### config.mk
export PLATFORM = sky130hd
export DESIGN_NAME = intc_top
export DESIGN_NICKNAME = d
export VERILOG_FILES = /design/src/rtl/intc_pkg.sv /design/src/rtl/intc_cfg.sv /design/src/rtl/intc_arbiter.sv /design/src/rtl/intc_lifo.sv /design/src/rtl/intc_top.sv
export SDC_FILE = /design/constraint.sdc
export NUM_CORES = 1
export LEC_CHECK = 0
export ABC_AREA = 1
export BUFFER_PORTS_ARGS = -buffer_cell sky130_fd_sc_hd__buf_2
export CAP_MARGIN = 20
export CORE_MARGIN = 4
export CORE_UTILIZATION = 40
export CTS_CLUSTER_DIAMETER = 60
export CTS_CLUSTER_SIZE = 20
export DETAILED_ROUTE_END_ITERATION = 10
export SETUP_SLACK_MARGIN = 0.3
export SLEW_MARGIN = 15
export SYNTH_ARGS = -nofsm -noshare
export SYNTH_HDL_FRONTEND = slang
export SYNTH_SLANG_ARGS = --single-unit
### constraint.sdc
create_clock -name clk -period 29.9 [get_ports clk]
set_clock_uncertainty 0.15 [all_clocks]
set_input_delay 5.98 -clock clk [delete_from_list [all_inputs] [get_ports clk]]
set_output_delay 5.98 -clock clk [all_outputs]
set_load 0.02 [all_outputs]
### src/rtl/intc_pkg.sv
// Package intc_pkg
// Shared widths, register addresses and the priority type of the
// interrupt controller. Assumes a word-addressed register bus.
package intc_pkg;
    localparam int PRIO_W    = 4;
    localparam int ADDR_W    = 6;
    localparam int DATA_W    = 16;
    localparam int PRIO_BASE = 8;

    typedef logic [PRIO_W-1:0] prio_t;

    localparam logic [ADDR_W-1:0] A_CURPRI = 6'd0;
    localparam logic [ADDR_W-1:0] A_ACK    = 6'd1;
    localparam logic [ADDR_W-1:0] A_EOI    = 6'd2;
    localparam logic [ADDR_W-1:0] A_STAT   = 6'd3;
    localparam logic [ADDR_W-1:0] A_SWSET  = 6'd4;
    localparam logic [ADDR_W-1:0] A_SWCLR  = 6'd5;
endpackage

### src/rtl/intc_cfg.sv
// Module intc_cfg
// Holds one priority level per source and the software request flags.
// Assumes one bus write per cycle; the write strobe is already qualified.
module intc_cfg
    import intc_pkg::*;
#(
    parameter int NUM_SRC = 20,
    parameter int NUM_SW  = 4
) (
    input  logic                           clk,
    input  logic                           rst_n,
    input  logic                           wr_en,
    input  logic [ADDR_W-1:0]              addr,
    input  logic [DATA_W-1:0]              wdata,
    output logic [NUM_SRC-1:0][PRIO_W-1:0] prio_o,
    output logic [NUM_SW-1:0]              sw_o
);
    localparam int USED_W = (PRIO_W > NUM_SW) ? PRIO_W : NUM_SW;

    logic unused_wdata;
    assign unused_wdata = ^wdata[DATA_W-1:USED_W];

    genvar gi;
    generate
        for (gi = 0; gi < NUM_SRC; gi++) begin : g_level
            localparam logic [ADDR_W-1:0] MY_ADDR = ADDR_W'(PRIO_BASE + gi);
            prio_t level_q;

            // Per-source level register, written at its own address.
            always_ff @(posedge clk) begin
                if (!rst_n)
                    level_q <= '0;
                else if (wr_en && addr == MY_ADDR)
                    level_q <= wdata[PRIO_W-1:0];
            end

            assign prio_o[gi] = level_q;
        end
    endgenerate

    // Software flags: set-by-one and clear-by-one addresses.
    always_ff @(posedge clk) begin
        if (!rst_n)
            sw_o <= '0;
        else if (wr_en && addr == A_SWSET)
            sw_o <= sw_o | wdata[NUM_SW-1:0];
        else if (wr_en && addr == A_SWCLR)
            sw_o <= sw_o & ~wdata[NUM_SW-1:0];
    end
endmodule

### src/rtl/intc_arbiter.sv
// Module intc_arbiter
// Combinational search for the pending source with the highest nonzero
// level; on a tie the lowest source index wins. Level 0 never wins.
module intc_arbiter
    import intc_pkg::*;
#(
    parameter int NUM_SRC = 20,
    parameter int VEC_W   = $clog2(NUM_SRC)
) (
    input  logic [NUM_SRC-1:0]             req_i,
    input  logic [NUM_SRC-1:0][PRIO_W-1:0] prio_i,
    output logic                           valid_o,
    output prio_t                          prio_o,
    output logic [VEC_W-1:0]               vec_o
);
    logic [NUM_SRC-1:0][PRIO_W-1:0] eff;

    genvar gi;
    generate
        for (gi = 0; gi < NUM_SRC; gi++) begin : g_mask
            assign eff[gi] = req_i[gi] ? prio_i[gi] : '0;
        end
    endgenerate

    // Scan from the highest index down so an equal level at a lower index replaces it.
    always_comb begin
        prio_o = '0;
        vec_o  = '0;
        for (int i = NUM_SRC - 1; i >= 0; i--) begin
            if (eff[i] != '0 && eff[i] >= prio_o) begin
                prio_o = eff[i];
                vec_o  = VEC_W'(i);
            end
        end
        valid_o = (prio_o != '0);
    end
endmodule

### src/rtl/intc_lifo.sv
// Module intc_lifo
// Stack of saved priority levels. A push when full is dropped and flagged;
// a pop when empty is flagged. Assumes push and pop are not both active
// in one cycle; if they are, the push wins.
module intc_lifo #(
    parameter int DEPTH = 15,
    parameter int W     = 4
) (
    input  logic         clk,
    input  logic         rst_n,
    input  logic         push,
    input  logic         pop,
    input  logic [W-1:0] push_data,
    output logic [W-1:0] top_data,
    output logic         empty,
    output logic         full,
    output logic         ovf_pulse,
    output logic         unf_pulse
);
    localparam int CNT_W = $clog2(DEPTH + 1);

    logic [W-1:0]     mem [DEPTH];
    logic [CNT_W-1:0] count;
    logic [CNT_W-1:0] top_idx;

    assign empty     = (count == '0);
    assign full      = (count == CNT_W'(DEPTH));
    assign top_idx   = count - 1'b1;
    assign top_data  = empty ? '0 : mem[top_idx];
    assign ovf_pulse = push && full;
    assign unf_pulse = pop && !push && empty;

    // Storage write on an accepted push.
    always_ff @(posedge clk) begin
        if (push && !full)
            mem[count] <= push_data;
    end

    // Occupancy counter.
    always_ff @(posedge clk) begin
        if (!rst_n)
            count <= '0;
        else if (push && !full)
            count <= count + 1'b1;
        else if (pop && !push && !empty)
            count <= count - 1'b1;
    end
endmodule

### src/rtl/intc_top.sv
// Module intc_top
// Preemptive priority interrupt controller, software vectoring.
// Compares the best pending source against the current level, drives a
// registered request line, captures the vector on its rising change, and
// saves or restores levels through a hardware stack on acknowledge reads and
// end-of-interrupt writes. Assumes at most one bus access per cycle.
module intc_top
    import intc_pkg::*;
#(
    parameter int NUM_PERIPH = 16,
    parameter int NUM_SW     = 4,
    parameter int LIFO_DEPTH = 15
) (
    input  logic                  clk,
    input  logic                  rst_n,
    input  logic [NUM_PERIPH-1:0] periph_req_i,
    input  logic                  bus_sel_i,
    input  logic                  bus_wr_i,
    input  logic [ADDR_W-1:0]     bus_addr_i,
    input  logic [DATA_W-1:0]     bus_wdata_i,
    output logic [DATA_W-1:0]     bus_rdata_o,
    output logic                  irq_o
);
    localparam int NUM_SRC = NUM_PERIPH + NUM_SW;
    localparam int VEC_W   = $clog2(NUM_SRC);

    logic                           wr_en, ack_rd, eoi_wr, pri_wr, stat_wr;
    logic [NUM_SRC-1:0][PRIO_W-1:0] src_prio;
    logic [NUM_SW-1:0]              sw_flags;
    logic [NUM_SRC-1:0]             src_req;
    logic                           arb_valid;
    prio_t                          arb_prio;
    logic [VEC_W-1:0]               arb_vec;
    prio_t                          pri_q, pri_d, lifo_pop_data, ack_prio_q;
    logic [VEC_W-1:0]               ack_vec_q;
    logic                           irq_q, cand;
    logic                           lifo_empty, lifo_full, lifo_ovf, lifo_unf;
    logic                           ovf_q, unf_q;

    assign wr_en   = bus_sel_i && bus_wr_i;
    assign ack_rd  = bus_sel_i && !bus_wr_i && bus_addr_i == A_ACK;
    assign eoi_wr  = wr_en && bus_addr_i == A_EOI;
    assign pri_wr  = wr_en && bus_addr_i == A_CURPRI;
    assign stat_wr = wr_en && bus_addr_i == A_STAT;
    assign src_req = {periph_req_i, sw_flags};
    assign irq_o   = irq_q;

    intc_cfg #(.NUM_SRC(NUM_SRC), .NUM_SW(NUM_SW)) u_cfg (
        .clk    (clk),
        .rst_n  (rst_n),
        .wr_en  (wr_en),
        .addr   (bus_addr_i),
        .wdata  (bus_wdata_i),
        .prio_o (src_prio),
        .sw_o   (sw_flags)
    );

    intc_arbiter #(.NUM_SRC(NUM_SRC), .VEC_W(VEC_W)) u_arb (
        .req_i   (src_req),
        .prio_i  (src_prio),
        .valid_o (arb_valid),
        .prio_o  (arb_prio),
        .vec_o   (arb_vec)
    );

    intc_lifo #(.DEPTH(LIFO_DEPTH), .W(PRIO_W)) u_lifo (
        .clk       (clk),
        .rst_n     (rst_n),
        .push      (ack_rd),
        .pop       (eoi_wr),
        .push_data (pri_q),
        .top_data  (lifo_pop_data),
        .empty     (lifo_empty),
        .full      (lifo_full),
        .ovf_pulse (lifo_ovf),
        .unf_pulse (lifo_unf)
    );

    // Next current level from a direct write, an acknowledge read or a pop.
    always_comb begin
        pri_d = pri_q;
        if (pri_wr)
            pri_d = bus_wdata_i[PRIO_W-1:0];
        else if (ack_rd)
            pri_d = ack_prio_q;
        else if (eoi_wr && !lifo_empty)
            pri_d = lifo_pop_data;
    end

    // Request condition measured against the level that takes effect next.
    assign cand = arb_valid && (arb_prio > pri_d);

    // Current level, request line, and vector capture on the rising change.
    always_ff @(posedge clk) begin
        if (!rst_n) begin
            pri_q      <= '0;
            irq_q      <= 1'b0;
            ack_vec_q  <= '0;
            ack_prio_q <= '0;
        end else begin
            pri_q <= pri_d;
            irq_q <= cand;
            if (cand && !irq_q) begin
                ack_vec_q  <= arb_vec;
                ack_prio_q <= arb_prio;
            end
        end
    end

    // Sticky stack error flags, cleared by writing one.
    always_ff @(posedge clk) begin
        if (!rst_n) begin
            ovf_q <= 1'b0;
            unf_q <= 1'b0;
        end else begin
            ovf_q <= lifo_ovf || (ovf_q && !(stat_wr && bus_wdata_i[0]));
            unf_q <= lifo_unf || (unf_q && !(stat_wr && bus_wdata_i[1]));
        end
    end

    // Read data multiplexer for the addressed register.
    always_comb begin
        bus_rdata_o = '0;
        case (bus_addr_i)
            A_CURPRI: bus_rdata_o[PRIO_W-1:0] = pri_q;
            A_ACK:    bus_rdata_o[VEC_W-1:0]  = ack_vec_q;
            A_STAT:   bus_rdata_o[1:0]        = {unf_q, ovf_q};
            A_SWSET:  bus_rdata_o[NUM_SW-1:0] = sw_flags;
            default: begin
                for (int i = 0; i < NUM_SRC; i++) begin
                    if (bus_addr_i == ADDR_W'(PRIO_BASE + i))
                        bus_rdata_o[PRIO_W-1:0] = src_prio[i];
                end
            end
        endcase
    end
endmodule

# == Word level (Yosys, flattened, before mapping) ==
# Memory sizes are Yosys's and may differ from the RTL's.
# Index checks and enable logic that the tools add are counted.
# op_classes
addsub,2
n_lt_le_gt_ge,21
n_eq_ne,26
n_mux,93
bitwise_logic,3
n_reduce_logical,94
# ops
cell,count
$mux 4,68
$mux 5,20
$reduce_bool 4->1,21
$ge 4x4->1,19
$eq 6x5->1 const B,12
$logic_and 1x1->1,60
$eq 6x4->1 const B,8
$pmux 2 s4,2
$eq 6x2->1 const B,2
$eq 6x3->1 const B,2
$logic_not 1->1,7
$eq 6x1->1 const B,1
$logic_not 6->1,1
$add 4x1->4 const B,1
$and 4x4->4,1
$eq 4x4->1 const B,1
$ge 4x1->1 const B,1
$gt 4x4->1,1
$logic_not 4->1,1
$not 4->4,1
$or 4x4->4,1
$reduce_bool 2->1,2
$sub 4x1->4 const B,1
$mux 1,3
$logic_or 1x1->1,2
# totals
register_bits,104
ram_bits,60
inputBits,42
out_inout_bits,17
word_cells,268
mem_count,1
# memory_table
name,depth,word_bits,rd,rd_ports_with_merged_regs,wr,line_no,rtl
u_lifo.mem,15,4,1,0,1,intc_lifo.sv:22,logic [W-1:0] mem [DEPTH];

# == Logic depth before layout (Yosys ltp) ==
# depth
word_depth,64
mapped_depth,216
mapped_depth_nobuf,214

# == Cells and area by module ==
# Synthesis repeated with hierarchy kept, for this count alone.
# hier_totals
cells_unflattened,1807
hier_area_um2,12062.8
# by_module_without_submodules
module,instances,cells_each,area_per_inst_um2,seq_area_each_um2
intc_arbiter,1,625,3642.2,0.0
intc_cfg,1,527,3508.4,1681.6
intc_lifo,1,309,3019.1,1881.8
intc_top,1,346,1893.1,320.3

# == Worst setup path before layout ==
# OpenSTA, ideal clock, no wires.
# synth_timing
path_kind,input -> register
startpoint,in periph_req_i[15]
endpoint,reg ack_prio_q[0]
setup_ns,0.109
t_arrival_ns,25.464
required_time_ns,29.641
path_slack_ns,4.177
cell_stages,171
n_path_buf,3
path_cell_list,nand2_1 inv_1 ha_1 inv_1 nand2_1 nand2_1 nand3_1 nand2_1 nand2_2 nand2_2 o21ai_0 ha_1 o21ai_1 nand2_1 o21ai_0 clkinv_1 nand2_1 nand2_2 [135 not listed] ha_1 inv_1 nor2_1 o211ai_1 nand3_1 nand2_1 inv_1 nand2_1 nand2_4 ha_1 nand2_1 inv_1 o21ai_0 a32oi_1 buf_2 nand4_1 nand2_1 nor2_1
# synth_between
elab_chain_cells,64
word_cells_on_any_way,66
cone_classes,21 x order compare; 21 x mux; 24 x reduce/logical
# synth_rtl
item,line_no,rtl
from (decl),intc_top.sv:16,"input logic [NUM_PERIPH-1:0] periph_req_i,"
$mux 4 *,intc_arbiter.sv:21,assign eff[gi] = req_i[gi] ? prio_i[gi] : '0;
$ge 4x1->1 or $reduce_bool 4->1 (tied branches),intc_arbiter.sv:30,if (eff[i] != '0 && eff[i] >= prio_o) begin
$logic_and 1x1->1,intc_arbiter.sv:30,
$mux 4 *,intc_arbiter.sv:30,
$ge 4x4->1,intc_arbiter.sv:30,
$logic_and 1x1->1,intc_arbiter.sv:30,
$mux 4 *,intc_arbiter.sv:30,
$ge 4x4->1,intc_arbiter.sv:30,
[49 not listed],--,
$mux 4 *,intc_arbiter.sv:30,
$ge 4x4->1,intc_arbiter.sv:30,
$logic_and 1x1->1,intc_arbiter.sv:30,
$mux 4 *,intc_arbiter.sv:30,
named net arb_prio[3],intc_top.sv:32,prio_t arb_prio;
$gt 4x4->1 or $reduce_bool 4->1 (tied branches),"intc_top.sv:91, intc_arbiter.sv:35",
$logic_and 1x1->1 *,intc_top.sv:91,assign cand = arb_valid && (arb_prio > pri_d);
$logic_and 1x1->1 *,intc_top.sv:103,if (cand && !irq_q) begin
to (signal assigned),intc_top.sv:105,ack_prio_q <= arb_prio;
to (decl),intc_top.sv:34,"prio_t pri_q, pri_d, lifo_pop_data, ack_prio_q;"
# The timed path passes the listed nets; every way through them passes the cells marked *.
# A chain may end at the register's enable or synchronous reset.

# == Worst setup path in the final report ==
# layout_timing
startpoint,in periph_req_i[15]
endpoint,reg ack_vec_q[4]
# layout_between
elab_chain_cells,64
word_cells_on_any_way,86
cone_classes,21 x order compare; 41 x mux; 24 x reduce/logical
# layout_rtl
item,line_no,rtl
$mux 4 *,intc_arbiter.sv:21,
$ge 4x1->1 or $reduce_bool 4->1 (tied branches),intc_arbiter.sv:30,
$logic_and 1x1->1,intc_arbiter.sv:30,
$mux 4 *,intc_arbiter.sv:30,
$ge 4x4->1,intc_arbiter.sv:30,
$logic_and 1x1->1,intc_arbiter.sv:30,
$mux 4 *,intc_arbiter.sv:30,
$ge 4x4->1,intc_arbiter.sv:30,
[49 not listed],--,
$mux 4 *,intc_arbiter.sv:30,
$ge 4x4->1,intc_arbiter.sv:30,
$logic_and 1x1->1,intc_arbiter.sv:30,
$mux 4 *,intc_arbiter.sv:30,
named net arb_prio[3],intc_top.sv:32,
$gt 4x4->1 or $reduce_bool 4->1 (tied branches),"intc_top.sv:91, intc_arbiter.sv:35",
$logic_and 1x1->1 *,intc_top.sv:91,
$logic_and 1x1->1 *,intc_top.sv:103,
to (signal assigned),intc_top.sv:104,ack_vec_q <= arb_vec;
to (decl),intc_top.sv:35,logic [VEC_W-1:0] ack_vec_q;
# Marks and branches as above.

==> flow_metrics.py <==
metrics = {
    "outcome": {
        "status": "completed",
    },
    "routing": {
        "avgViaCountPerCell": 5.10,
        "wl_per_cell_um": 14.5,
        "drt_wl_total_mm": 30.0,
        "post-route-drc-count": 0,
        "firstDrtPassIters": 6,
        "drtIter0Drc": 754,
        "dr_total_vias": 10600,
        "ant_nets": 0,
    },
    "critical_path": {
        "cpPeakStageDelay_ns": 0.32,
        "crit_fanout": 11,
        "critPathRequiredTime_ns": 30.08,
        "startpoint_type": "input port",
        "cpMostUsedCell": "nand2_1",
        "crit_path_end_kind": "register",
        "worstSetupPathType": "input port to register",
        "crit_path_top_delay_cell": "ha_1",
        "crit_arrival_ns": 27.11,
    },
    "sta": {
        "tns_ns": 0,
        "max_slew_margin_pct": 34.9,
        "hold_violations": 0,
        "finalCritPeriodShare_pct": 90.1,
        "drv_slew": 0,
        "fin_crit_ns": 26.94,
        "tightest_slew_ns": 0.975,
        "rsz0062_at_grt": "false",
        "setup_viol": 0,
        "fmax_ghz": 0.0371,
    },
    "die": {
        "die_w_um": 178,
        "die_area_sq_um": 31500,
        "io_pins": 59,
        "rows": 61,
        "initial_utilization_pct": 40.9,
        "die_height_um": 178,
        "core-area_sq_um": 28100,
    },
    "final_layout": {
        "drive_gt1_share_pct": 12.6,
        "final_net_count": 1778,
        "syn_to_final_growth_pct": 10.2,
        "stdcell_area_sq_um": 12700,
        "diodes": 0,
    },
    "placement": {
        "hpwl_mm": 22.6,
        "port_buffers": 35,
        "place_congestion": 0.860,
        "placed_area_sq_um": 12000,
    },
    "pwr": {
        "combPwrFrac_pct": 10.4,
        "pwr-share-clk_pct": 43.9,
        "ir_worst_vdd_uv": 40.4,
        "swShare_pct": 27.5,
        "cellLeakagePower_nw": 5.66,
        "p_int_uw": 367,
        "powerDensity_nw_per_um2": 40.0,
        "power.switching_uw": 139,
        "seqPwrFrac_pct": 45.8,
    },
    "logic_synthesis": {
        "yosys-top-cells-count": "402 x nand2_1, 220 x inv_1, 154 x nand3_1",
        "synth_ff_type": "dfxtp_1",
        "yosysMostFrequentCell": "nand2_1",
        "synth_cell_types": 47,
        "ys_seq_elements": 164,
        "syn_area_sq_um": 11500,
        "yosysWarnings": 0,
        "synth-async-reset-ratio_pct": 0,
        "ys_seq_area_share_pct": 33.8,
        "synth_area_per_cell_sq_um": 6.92,
        "synth_area_leaders": "dfxtp_1 18%, edfxtp_1 16%, nand2_1 13%",
        "yosys.area.top_type": "dfxtp_1",
        "synth.top_cell.area_share_pct": 18.1,
        "synth_edf_count": 60,
        "synth_cells": 1661,
    },
    "clocking": {
        "clkTransAtPathRegs_ns": 0.07,
        "cts_made_buffers": 17,
        "hold_buffers": 0,
        "cts_num_sinks": 164,
        "htreeDepth": 4,
        "ctsLongestPathBuffers": 2,
        "cts-root-buf": "clkbuf_16",
        "cts_tree": "built",
        "clk-insertion-delay-late_ns": 0.44,
    },
    "grt": {
        "grt_overflow": 0,
        "antenna_found_initial": 4,
        "grt_pass1_wl_mm": 49.6,
        "grt.total_usage_pct": 19.3,
        "first_global_vias": 9917,
        "grt_max_degree": 68,
    },
    "min_path": {
        "hold_path.class": "register to register",
    },
    "run": {
        "maxCapViolations": 0,
    },
}
==> per-stage QoR <==
step | utilization, % | total power [mW] | instances | hold slack, ns | worst slack [ns]
finish | 45.1 | 0.507 | 2076 | 0.329 | 2.96
global route | 45.1 | 0.528 | 2076 | 0.349 | 0.273
CTS | 44.7 | 0.506 | 2071 | 0.327 | 1.49
detailed placement | 42.6 | 0.287 | 2039 | 0.318 | 1.08
global placement | 42.6 | 0.286 | 2039 | 0.315 | 1.29
floorplan | - | 0.276 | 1671 | 0.289 | 4.18
==> cells by family after synthesis <==
kind of cell,synth area share [%]
compound gates,14.8
xor+xnor,0.305
fa+ha+maj,5.55
buf+inv,10.1
flops,33.8
other cells,0.0326
simple gates,35.5
==> path summary, 6_finish.rpt <==
check	slack, ns	depth (start not counted)	end	startpoint
setup / recovery	2.96	196	ack_vec_q[4]$_SDFFE_PN0P_	periph_req_i[15]
hold / removal	0.33	2	u_cfg.g_level[6].level_q[2]$_SDFFE_PN0P_	u_cfg.g_level[6].level_q[2]$_SDFFE_PN0P_
setup reg to reg	8.26	194	ack_vec_q[4]$_SDFFE_PN0P_	u_cfg.g_level[18].level_q[0]$_SDFFE_PN0P_
hold reg to reg	0.33	2	u_cfg.g_level[6].level_q[2]$_SDFFE_PN0P_	u_cfg.g_level[6].level_q[2]$_SDFFE_PN0P_
==> sequential cells by signal (all words and copies together), names as in the netlist, named ones only <==
signal and cells:
u_lifo.count 4, pri_q 4, irq_o 1, ack_vec_q 5, u_lifo.mem 60, ovf_q 1, unf_q 1, u_cfg.g_level.level_q 80
ack_prio_q 4
==> power by group through the flow <==
stage | combinational [mW] | sequential, mW | clock, mW
floorplan | 0.0395 | 0.237 | 0
global placement | 0.0490 | 0.237 | 0
detailed placement | 0.0496 | 0.237 | 0
CTS | 0.0498 | 0.232 | 0.224
global route | 0.0591 | 0.232 | 0.237
finish | 0.0526 | 0.232 | 0.222
==> worst max-delay path, delay by kind of cell <==
family,cells,cell delay (ns)
AO/OA/AOI/OAI,23,3.03
AND/OR/NAND/NOR,142,11.45
adder cells (fa/ha/maj),20,5.63
buffers and inverters,11,0.95
==> cell type report <==
class                   count  area, sq um
fillers                  2977        15400
multi-input cells        1220         6560
flip-flops and latches    164         3880
inverters                 237          893
well taps                 378          473
clock buffers              17          425
repair buffers             45          263
clock inverters            15          171
==> what timing repair did <==
item / 4_1_cts / 5_1_grt
setup endpoints to repair: 0 / 10
buffers inserted: 0 / 5
resized for setup: 0 / 30
==> metal layers <==
layer  global-route usage, %  vias to the layer above  part of all wire, %  wire length, um
met2                    32.0                      207                   47            14100
met5                       0                        -                 0.18               55
met3                    3.15                       34                  4.3             1300
li1                        -                     5554                    -                -
met1                    26.6                     4787                   48            14300
met4                    3.96                        8                  1.0              308
==> cell usage in the layout (no fill, tap or decap), drive strengths merged, types with 2 or more instances in the layout <==
cell type / synthesis / routed
clkbuf: 31 / 17
buf: 19 / 45
xor2: 2 / 2
nor3: 6 / 6
nand3: 181 / 181
and2: 2 / 2
a2111oi: 3 / 3
o211ai: 7 / 7
edfxtp: 60 / 60
a221o: 2 / 2
o21ai: 136 / 136
conb: 1 / 11
nor2: 118 / 118
nand4: 38 / 38
ha: 51 / 51
clkinv: 13 / 16
a31oi: 7 / 7
a21boi: 2 / 2
o2111ai: 4 / 4
nand2: 496 / 496
o22ai: 3 / 3
a22oi: 6 / 6
clkinvlp: 0 / 2
a21oi: 127 / 127
inv: 224 / 233
xnor2: 2 / 2
a221oi: 10 / 10
dfxtp: 104 / 104
(Power assumes the default switching activity.)
